### src/rtl/sio_txn_pkg.sv
package sio_txn_pkg;

   typedef enum logic [2:0] {
      ST_IDLE,
      ST_CMD,
      ST_TAR,
      ST_RSP,
      ST_TAIL
   } sio_state_e;

   // One serial CRC step, MSB-first feed
   function automatic logic [7:0] crc8_step(input logic [7:0] crc,
                                            input logic       din,
                                            input logic [7:0] poly);
      logic fb;
      fb = crc[7] ^ din;
      return {crc[6:0], 1'b0} ^ (fb ? poly : 8'h00);
   endfunction

endpackage

### src/rtl/sio_sclk_tick.sv
module sio_sclk_tick #(
   parameter int HALF_CYC = 2
) (
   input  logic clk,
   input  logic rst_n,
   input  logic run,
   output logic tick
);
   generate
      if (HALF_CYC < 1) begin : g_bad_half
         $error("sio_sclk_tick: HALF_CYC must be at least 1");
      end else if (HALF_CYC == 1) begin : g_every
         assign tick = run;
      end else begin : g_count
         localparam int TW = $clog2(HALF_CYC);
         localparam logic [TW-1:0] LAST = TW'(HALF_CYC - 1);
         logic [TW-1:0] cnt;

         always_ff @(posedge clk or negedge rst_n) begin
            if (!rst_n)           cnt <= '0;
            else if (!run)        cnt <= '0;
            else if (cnt == LAST) cnt <= '0;
            else                  cnt <= cnt + TW'(1);
         end

         assign tick = run && (cnt == LAST);
      end
   endgenerate
endmodule

### src/rtl/sio_crc8.sv
module sio_crc8 #(
   parameter logic [7:0] POLY = 8'h07
) (
   input  logic       clk,
   input  logic       rst_n,
   input  logic       clr,
   input  logic       en,
   input  logic       din,
   output logic [7:0] crc
);
   import sio_txn_pkg::*;

   always_ff @(posedge clk or negedge rst_n) begin
      if (!rst_n)   crc <= 8'h00;
      else if (clr) crc <= 8'h00;
      else if (en)  crc <= crc8_step(crc, din, POLY);
   end
endmodule

### src/rtl/sio_alert_sync.sv
module sio_alert_sync #(
   parameter int SYNC_STAGES = 2
) (
   input  logic clk,
   input  logic rst_n,
   input  logic io1_in,
   input  logic idle,
   output logic alert
);
   logic line_s;

   generate
      if (SYNC_STAGES < 1) begin : g_bad_sync
         $error("sio_alert_sync: SYNC_STAGES must be at least 1");
      end else if (SYNC_STAGES == 1) begin : g_one
         logic s1;
         always_ff @(posedge clk or negedge rst_n) begin
            if (!rst_n) s1 <= 1'b1;
            else        s1 <= io1_in;
         end
         assign line_s = s1;
      end else begin : g_chain
         logic [SYNC_STAGES-1:0] sh;
         always_ff @(posedge clk or negedge rst_n) begin
            if (!rst_n) sh <= '1;
            else        sh <= {sh[SYNC_STAGES-2:0], io1_in};
         end
         assign line_s = sh[SYNC_STAGES-1];
      end
   endgenerate

   always_ff @(posedge clk or negedge rst_n) begin
      if (!rst_n) alert <= 1'b0;
      else        alert <= idle && !line_s;
   end
endmodule

### src/rtl/sio_txn_master.sv
module sio_txn_master #(
   parameter int         MAX_CMD     = 8,
   parameter int         MAX_RSP     = 8,
   parameter int         HALF_CYC    = 2,
   parameter int         TAR_CYC     = 2,
   parameter int         SYNC_STAGES = 2,
   parameter logic [7:0] CRC_POLY    = 8'h07,
   localparam int        CL_W        = $clog2(MAX_CMD + 1),
   localparam int        RL_W        = $clog2(MAX_RSP + 1),
   localparam int        CMD_W       = 8 * MAX_CMD,
   localparam int        RSP_W       = 8 * MAX_RSP
) (
   input  logic             clk,
   input  logic             rst_n,
   input  logic             start,
   input  logic [CL_W-1:0]  cmd_len,
   input  logic [CMD_W-1:0] cmd_bytes,
   input  logic [RL_W-1:0]  rsp_len,
   input  logic             crc_chk_on,
   input  logic             io1_in,
   output logic             busy,
   output logic             done,
   output logic [RSP_W-1:0] rsp_bytes,
   output logic             crc_err,
   output logic             alert,
   output logic             sclk,
   output logic             cs_n,
   output logic             io0_out,
   output logic             io0_oe
);
   import sio_txn_pkg::*;

   localparam int MAXL  = (MAX_CMD > MAX_RSP) ? MAX_CMD : MAX_RSP;
   localparam int CNT_W = $clog2(MAXL * 8 + 16);
   localparam int TW    = $clog2(TAR_CYC + 1);

   generate
      if (MAX_CMD < 2) begin : g_bad_cmd
         $error("sio_txn_master: MAX_CMD must be at least 2");
      end
      if (MAX_RSP < 1) begin : g_bad_rsp
         $error("sio_txn_master: MAX_RSP must be at least 1");
      end
      if (TAR_CYC < 1) begin : g_bad_tar
         $error("sio_txn_master: TAR_CYC must be at least 1");
      end
   endgenerate

   sio_state_e       st;
   logic [CNT_W-1:0] cnt;
   logic [TW-1:0]    tar_cnt;
   logic             sclk_q, cs_n_q, done_q, crc_err_q, chk_en;
   logic [CMD_W-1:0] tx_sr, tx_load;
   logic [7:0]       byte_sr;
   logic [RSP_W-1:0] rsp_q;
   logic [CL_W-1:0]  cmd_len_q;
   logic [RL_W-1:0]  rsp_len_q;
   logic [CNT_W-1:0] cmd_bits, rsp_bits, cmd_last, rsp_last;
   logic             tick, crc_en, crc_clr, crc_din;
   logic [7:0]       crc_val;
   logic [7:0]       rx_byte;
   int               rsp_base;
   logic             rsp_store;

   assign cmd_bits = CNT_W'({cmd_len_q, 3'b000});
   assign rsp_bits = CNT_W'({rsp_len_q, 3'b000});
   assign cmd_last = cmd_bits + CNT_W'(7);
   assign rsp_last = rsp_bits + CNT_W'(7);
   assign rx_byte  = {byte_sr[6:0], io1_in};

   // Command bytes reordered so byte 0 bit 7 sits at the top of the shifter
   always_comb begin
      tx_load = '0;
      for (int i = 0; i < MAX_CMD; i++) begin
         tx_load[CMD_W-1-8*i -: 8] = cmd_bytes[8*i +: 8];
      end
   end

   always_comb begin
      rsp_base  = int'(cnt >> 3) * 8;
      rsp_store = (cnt < rsp_bits) && (cnt[2:0] == 3'd7) && (int'(cnt >> 3) < MAX_RSP);
   end

   sio_sclk_tick #(.HALF_CYC(HALF_CYC)) u_tick (
      .clk   (clk),
      .rst_n (rst_n),
      .run   (st != ST_IDLE),
      .tick  (tick)
   );

   assign crc_clr = (st == ST_IDLE && start) || (st == ST_TAR);
   assign crc_din = (st == ST_CMD) ? io0_out : io1_in;
   assign crc_en  = tick && !sclk_q &&
                    (((st == ST_CMD) && (cnt < cmd_bits)) ||
                     ((st == ST_RSP) && (cnt < rsp_bits)));

   sio_crc8 #(.POLY(CRC_POLY)) u_crc (
      .clk   (clk),
      .rst_n (rst_n),
      .clr   (crc_clr),
      .en    (crc_en),
      .din   (crc_din),
      .crc   (crc_val)
   );

   sio_alert_sync #(.SYNC_STAGES(SYNC_STAGES)) u_alert (
      .clk    (clk),
      .rst_n  (rst_n),
      .io1_in (io1_in),
      .idle   (cs_n_q && (st == ST_IDLE) && !start),
      .alert  (alert)
   );

   always_ff @(posedge clk or negedge rst_n) begin
      if (!rst_n)          chk_en <= 1'b0;
      else if (crc_chk_on) chk_en <= 1'b1;
   end

   always_ff @(posedge clk or negedge rst_n) begin
      if (!rst_n) begin
         st        <= ST_IDLE;
         cnt       <= '0;
         tar_cnt   <= '0;
         sclk_q    <= 1'b0;
         cs_n_q    <= 1'b1;
         done_q    <= 1'b0;
         crc_err_q <= 1'b0;
         tx_sr     <= '0;
         byte_sr   <= '0;
         rsp_q     <= '0;
         cmd_len_q <= '0;
         rsp_len_q <= '0;
      end else begin
         done_q <= 1'b0;
         unique case (st)
            ST_IDLE: begin
               if (start) begin
                  st        <= ST_CMD;
                  cs_n_q    <= 1'b0;
                  cnt       <= '0;
                  tx_sr     <= tx_load;
                  cmd_len_q <= cmd_len;
                  rsp_len_q <= rsp_len;
                  rsp_q     <= '0;
                  crc_err_q <= 1'b0;
               end
            end
            ST_CMD: begin
               if (tick) begin
                  if (!sclk_q) begin
                     sclk_q <= 1'b1;
                  end else begin
                     sclk_q <= 1'b0;
                     if (cnt == cmd_last) begin
                        st      <= ST_TAR;
                        tar_cnt <= '0;
                        cnt     <= '0;
                     end else begin
                        cnt <= cnt + CNT_W'(1);
                        if (cnt + CNT_W'(1) == cmd_bits)
                           tx_sr <= {crc_val, {(CMD_W-8){1'b0}}};
                        else
                           tx_sr <= {tx_sr[CMD_W-2:0], 1'b0};
                     end
                  end
               end
            end
            ST_TAR: begin
               if (tick) begin
                  if (!sclk_q) begin
                     sclk_q <= 1'b1;
                  end else begin
                     sclk_q <= 1'b0;
                     if (tar_cnt == TW'(TAR_CYC - 1)) st <= ST_RSP;
                     else tar_cnt <= tar_cnt + TW'(1);
                  end
               end
            end
            ST_RSP: begin
               if (tick) begin
                  if (!sclk_q) begin
                     sclk_q  <= 1'b1;
                     byte_sr <= rx_byte;
                     if (rsp_store) rsp_q[rsp_base +: 8] <= rx_byte;
                     if (cnt == rsp_last) crc_err_q <= chk_en && (rx_byte != crc_val);
                  end else begin
                     sclk_q <= 1'b0;
                     if (cnt == rsp_last) st <= ST_TAIL;
                     else cnt <= cnt + CNT_W'(1);
                  end
               end
            end
            ST_TAIL: begin
               if (tick) begin
                  cs_n_q <= 1'b1;
                  done_q <= 1'b1;
                  st     <= ST_IDLE;
               end
            end
            default: st <= ST_IDLE;
         endcase
      end
   end

   assign busy      = (st != ST_IDLE);
   assign done      = done_q;
   assign rsp_bytes = rsp_q;
   assign crc_err   = crc_err_q;
   assign sclk      = sclk_q;
   assign cs_n      = cs_n_q;
   assign io0_out   = tx_sr[CMD_W-1];
   assign io0_oe    = (st == ST_CMD);


   sclk_idle_low_chk: assert property (@(posedge clk) disable iff (!rst_n)
      cs_n |-> !sclk);


   first_edge_chk: assert property (@(posedge clk) disable iff (!rst_n)
      $rose(sclk) |-> (!cs_n && $past(!cs_n)));


   io0_hold_chk: assert property (@(posedge clk) disable iff (!rst_n)
      (sclk && $past(sclk) && io0_oe && $past(io0_oe)) |-> $stable(io0_out));


   tar_release_chk: assert property (@(posedge clk) disable iff (!rst_n)
      ($rose(sclk) && st == ST_TAR) |-> !io0_oe);


   done_deselect_chk: assert property (@(posedge clk) disable iff (!rst_n)
      done |-> (cs_n && !sclk && !busy));


   crc_quiet_chk: assert property (@(posedge clk) disable iff (!rst_n)
      !chk_en |-> !crc_err);


   alert_gate_chk: assert property (@(posedge clk) disable iff (!rst_n)
      !cs_n |-> !alert);

endmodule

### config.mk
export PLATFORM = sky130hd
export DESIGN_NAME = sio_txn_master
export DESIGN_NICKNAME = d
export VERILOG_FILES = /design/src/rtl/sio_txn_pkg.sv /design/src/rtl/sio_sclk_tick.sv /design/src/rtl/sio_crc8.sv /design/src/rtl/sio_alert_sync.sv /design/src/rtl/sio_txn_master.sv
export SDC_FILE = /design/constraint.sdc
export NUM_CORES = 1
export LEC_CHECK = 0
export CAP_MARGIN = 0
export CORE_ASPECT_RATIO = 1.75
export CORE_UTILIZATION = 44
export DETAILED_ROUTE_END_ITERATION = 10
export PLACE_DENSITY = 0.83
export SLEW_MARGIN = 20
export SYNTH_ARGS = -nofsm -noshare
export SYNTH_HDL_FRONTEND = slang
export SYNTH_HIERARCHICAL = 1
export SYNTH_SLANG_ARGS = --single-unit
### constraint.sdc
create_clock -name clk -period 3.1 [get_ports clk]
set_clock_uncertainty 0.2 [all_clocks]
set_input_delay 0.62 -clock clk [delete_from_list [all_inputs] [get_ports clk]]
set_output_delay 0.62 -clock clk [all_outputs]
set_load 0.1 [all_outputs]
# After elaboration in Yosys (flattened, before gate mapping)
# Index checks and enable logic that the tools add are counted.
# classes
n_mux,55
addsub,6
eq_ne,26
n_bitwise,3
shifts,2
div_mod_pow,0
n_reduce_logical,36
magnitude_cmp,3
mul,0
# op_table
op,count
$mux 64,9
$pmux 64 s2,2
$bwmux 64,1
$shift 8x33->64 const A,1
$shiftx 8x33->64,1
$mux 7,7
$mux 3,12
$neg 7->33,1
$ne 2x2->1 const B,11
$eq 7x7->1,3
$pmux 7 s3,1
$mux 8,2
$pmux 3 s5,1
$reduce_and 5->1,3
$add 7x3->7 const B,2
$lt 7x7->1,2
$reduce_and 7->1,2
$logic_and 1x1->1,12
$mux 2,6
$mux 1,11
$reduce_and 11->1,1
$ne 2x1->1 const B,5
$reduce_bool 2->1,5
$ne 8x8->1,1
other kinds (20),29
# word_totals
regBits,172
ramBits,0
inputBits,77
wordCells,148
latchBits,0
romBits,0
n_memories,0

# Longest topological paths before layout
# depth
word_depth,7
depth_mapped,14

# Cells and area by module
# The synthesis kept the hierarchy.
# modules_own_cells
mod,cells_each,instances,area_per_inst_um2
sio_txn_master,874,1,8333.0
sio_crc8,32,1,372.9
sio_alert_sync,4,1,91.3
sio_sclk_tick,3,1,41.3

# Least setup slack after synthesis
# Ideal clock, no wire load.
# synth_timing
path_type,register -> register
startpoint,reg st[2]
endpoint,reg u_crc.crc[2]
slack_ns,-1.021
stages_incl_launch_ff,15
synth_period_minus_slack_ns,4.121
setup_time_ns,0.104
t_arrival_ns,3.818
n_path_buf,4
cell_sequence,dfrtp_1 -> buf_2 -> nor3_1 -> inv_1 -> clkbuf_1 -> and2_2 -> nand4b_1 -> a21oi_4 -> nand2_2 -> buf_2 -> o21ai_0 -> buf_6 -> inv_2 -> or4_1 -> o311ai_1
# synth_between
word_cells_on_any_way,20
# synth_rtl
item,line,text
start: declaration,sio_txn_master.sv:49,sio_state_e st;
start signal: assignment,sio_txn_master.sv:121,st <= ST_IDLE;
start signal: assignment,sio_txn_master.sv:138,st <= ST_CMD;
start signal: assignment,sio_txn_master.sv:155,st <= ST_TAR;
$reduce_bool 3->1,n/a,
net busy,sio_txn_master.sv:21,"output logic busy,"
$logic_and 1x1->1,sio_sclk_tick.sv:26,assign tick = run && (cnt == LAST);
net tick,sio_txn_master.sv:59,"logic tick, crc_en, crc_clr, crc_din;"
$logic_and 1x1->1 (2 in a row),sio_txn_master.sv:93,assign crc_en = tick && !sclk_q &&
net crc_en,sio_txn_master.sv:59,
$reduce_bool 2->1 (no line),n/a,
end signal: assignment,sio_crc8.sv:16,"else if (en) crc <= crc8_step(crc, din, POLY);"
end: declaration,sio_crc8.sv:9,output logic [7:0] crc
# The timed path passes the listed nets, and every way through them passes these cells. The select of a mux whose other input is x is not followed.
# A chain may end at the register's enable or synchronous reset.

# Final worst setup path
# layout_timing
startpoint,reg cnt[4]
endpoint,"reg rsp_q[16], in the netlist rsp_bytes[16]"
# layout_between
elab_chain_cells,7
word_cells_on_any_way,14
# layout_lines
item,line,text
start: declaration,sio_txn_master.sv:50,logic [CNT_W-1:0] cnt;
start signal: assignment,sio_txn_master.sv:159,cnt <= cnt + CNT_W'(1);
start signal: assignment,sio_txn_master.sv:189,else cnt <= cnt + CNT_W'(1);
$neg 7->33,sio_txn_master.sv:184,if (rsp_store) rsp_q[rsp_base +: 8] <= rx_byte;
$shiftx 8x33->64 or $shift 8x33->64 (tied branches),sio_txn_master.sv:184,
$bwmux 64,sio_txn_master.sv:184,
$mux 64,sio_txn_master.sv:184,
$mux 64,sio_txn_master.sv:181,if (!sclk_q) begin
$mux 64,sio_txn_master.sv:180,if (tick) begin
$pmux 64 s2,sio_txn_master.sv:135,unique case (st)
end signal: indexed assignment,sio_txn_master.sv:184,
end: declaration,sio_txn_master.sv:55,logic [RSP_W-1:0] rsp_q;
# Several ways; a longest one is shown, not always the timed one. The select of a mux whose other input is x is not followed.

==> results.md <==
| Parameter | Reported | Unit |
|:---|:---|:---|
| Outcome | completed | - |
| Drt via density | 5.78 | - |
| Static power due to leakage | 4.92 | nW |
| Total congestion overflow | 0 | - |
| Skew-Pair Late Insertion Delay | 0.42 | ns |
| Clock period minus final worst setup slack | 2.84 | ns |
| Antenna Violating Nets Remaining | 0 | - |
| Setup-failing EPs final | 0 | - |
| Cell count after placement | 1264 | - |
| Post-placement setup slack | 0.0373 | ns |
| Biggest area contributors in the synthesized netlist | sky130_fd_sc_hd__dfrtp_1, sky130_fd_sc_hd__o22a_1, sky130_fd_sc_hd__a22o_1, sky130_fd_sc_hd__nand2_1, sky130_fd_sc_hd__o21ai_0 | - |
| Area of the die | 20700 | µm² |
| Setup_tns | 0 | ns |
| Synthesized cell area | 8840 | µm² |
| Asr flop ratio synth | 1.00 | - |
| Std-Cell Core Area | 19700 | µm² |
| Number of clock buffers inserted by TritonCTS | 17 | - |
| Weighted congestion reported at the end of routability-driven placement | 0.880 | - |
| Startpoint of the most critical setup path | cnt[4] | - |
| Mean cell area of the mapped netlist | 9.68 | µm² |
| Number of global-route vias before repair | 7225 | - |
| Flop-to-flop setup slack | 0.26 | ns |
| Drt total wl | 22400 | µm |
| Total global routing track utilization | 0.224 | - |
| Highest ir drop seen on vdd | 0.611 | mV |
| Post-detailed-placement half-perimeter wirelength | 15900 | µm |
| Port Buf Inserts | 148 | - |
| Gate count of the mapped netlist | 913 | - |
| Biggest area consumer among synthesized cells | sky130_fd_sc_hd__dfrtp_1 | - |
| Most used flip-flop cell after synthesis | sky130_fd_sc_hd__dfrtp_1 | - |
| Die Wd | 109 | µm |
| First-pass iteration count of the detailed router | 5 | - |
| Max-slew violation total from the final report | 0 | - |
| Growth of design area from synthesis to finish | 24.1 | % |
| Max Fanout on Critical Path | 12 | - |
| Layout cell share with drive strength beyond 1 | 0.161 | - |
| Global-route wire length before repair | 36100 | µm |
| Final instance count without filler cells | 1296 | - |
| Final WS setup | 0.259 | ns |
| PD cells | 804 | nW/µm² |
| Post-route fraction of the period consumed by the critical path | 0.917 | - |
| Maximum number of pins on one net before global-route repair | 76 | - |
| First DRT Iteration DRCs | 420 | - |
| Number of violations of the max-capacitance limit | 0 | - |
| Site Rows | 68 | - |
| Nets | 1130 | - |
| Effective utilization at floorplan | 0.448 | - |
| Startpoint type of the worst setup path | register | - |
| Net count after synthesis | 1005 | - |
| Fraction of synthesized cell area taken by the top area cell type | 0.478 | - |
| Worst Reg-to-Reg Cells | 7 | - |
| Ant. Diodes | 0 | - |
| Post-CTS clock slew at the launch and capture registers of the worst setup and hold paths | 0.07 | ns |
| Setup bufs post-CTS | 0 | - |
| Number of enable flip-flop cells after synthesis | 0 | - |
| Total number of vias | 7494 | - |
| Post-synthesis sequential area ratio | 0.487 | - |
| Total number of H-tree levels | 4 | - |
| Hold violation total from the final report | 0 | - |
| Crit. End Element | register | - |
| HP Class | input pin to asynchronous set/reset pin | - |
| Vert. Die Dim | 189 | µm |
| Clock tree from TritonCTS | done | - |
| RSZ-0062 raised after global routing | no | - |
| Actual slew at the worst max-slew pin | 0.736 | ns |
| Detailed-route wire length per cell | 17.3 | µm |
| R2R Path Start | cnt[4] | - |
| Buffer type at the clock tree root | sky130_fd_sc_hd__clkbuf_16 | - |
| Hold Buf Count CTS | 0 | - |
| CTS max path bufs | 2 | - |
| Number of top-level pins | 149 | - |
| Arrival time reported for the critical path endpoint | 2.95 | ns |
| # clock sinks | 172 | - |
| Number of synthesis warnings | 6 | - |
| Synthesized flop and latch total | 172 | - |
| Data required time of the worst path | 3.21 | ns |
| Number of DRC violations after detailed routing | 0 | - |
| Initial antenna violation count | 0 | - |
| Crit Path Category | register to register | - |
| Number of unique standard cell types used by synthesis | 72 | - |
| Number of gates resized after cts | 0 | - |
| Highest Clock Rate | 352 | MHz |
| Normalized max-slew margin | 0.509 | - |
| Most numerous cell types in the synthesized netlist | sky130_fd_sc_hd__dfrtp_1, sky130_fd_sc_hd__nand2_1, sky130_fd_sc_hd__nor2_1, sky130_fd_sc_hd__o21ai_0, sky130_fd_sc_hd__a21oi_1 | - |
| Most repeated cell in the gate-level netlist after synthesis | sky130_fd_sc_hd__dfrtp_1 | - |
where the power goes:
group	total (W)	internal [W]	switching (W)
logic	0.00365	0.00142	0.00223
registers	0.00310	0.00277	0.000334
clock network	0.00207	0.00114	0.000924
total	0.00882	0.00533	0.00349
flip-flops by register name (all words and copies together), names as in the netlist, 2 cells and up:
register / cells
u_crc/crc: 8
rsp_bytes: 64
st: 3
u_alert/g_chain.sh: 2
cmd_len_q: 4
cnt: 7
byte_sr: 7
tar_cnt: 2
rsp_len_q: 4
tx_sr: 64
cells by family (layout without fill, tap and decap cells):
logic type               after synthesis  in the layout  share of synthesized area
XOR/XNOR                              17             17                     0.0168
buffers and inverters                 98            236                     0.0507
multiplexers                          13             13                     0.0149
adder cells (fa/ha/maj)               16             16                     0.0224
AO/OA/AOI/OAI                        307            307                      0.244
AND/OR/NAND/NOR                      290            290                      0.164
flip-flops                           172            172                      0.487
critical path, cell delays in order, from the launching register on:
cell,delay (ns)
sky130_fd_sc_hd__dfrtp_1,0.58
sky130_fd_sc_hd__nor3_1,0.12
sky130_fd_sc_hd__ha_1,0.38
sky130_fd_sc_hd__nor3b_1,0.35
sky130_fd_sc_hd__o2111ai_1,0.33
sky130_fd_sc_hd__nand2_1,0.15
sky130_fd_sc_hd__nand3_1,0.28
sky130_fd_sc_hd__a22o_1,0.34
final cells by class:
type,count,area (µm²)
inverter,26,97.6
clock buffer,18,439
clock inverter,14,131
fill,1731,8770
timing repair buffer,178,1600
multi-input combinational,643,4090
tap,245,307
sequential,172,4310
cell usage in the layout, fill, tap and decap left out, drive strengths merged, types with 13 or more instances in the layout:
cell type      instances
a21oi                 68
a22o                  51
buf                  103
clkbuf                18
clkdlybuf4s50         75
dfrtp                169
ha                    15
inv                   32
nand2                120
nand3                 13
nand4                 20
nor2                  78
o21ai                 75
o22a                  55
stage by stage:
| step | power [W] | util | hold slack, ns | area [µm²] |
|---|---|---|---|---|
| global placement | 0.00668 | 0.527 | 0.146 | 10400 |
| detailed placement | 0.00678 | 0.527 | 0.147 | 10400 |
| floorplan | 0.00587 | - | 0.124 | 8860 |
| CTS | 0.00885 | 0.556 | 0.0505 | 11000 |
| finish | 0.00882 | 0.556 | 0.0147 | 11000 |
| global route | 0.00940 | 0.556 | 0.0654 | 11000 |
worst paths after layout:
kind | end
min in group clk | u_alert/g_chain.sh[1]
setup reg to reg | rsp_bytes[16]
hold reg to reg | u_alert/g_chain.sh[1]
hold / removal | rsp_bytes[37]
setup / recovery | rsp_bytes[16]
max in group asynchronous | tx_sr[10]
per-layer routing:
metal / vias up / share of wire / global-route usage
li1: 3560 / - / -
met5: - / 0 / 0
met3: 55 / 0.040 / 0.0361
met2: 238 / 0.54 / 0.410
met4: 0 / 0.039 / 0.110
met1: 3641 / 0.38 / 0.244
Power figures use the tool's default switching activity.
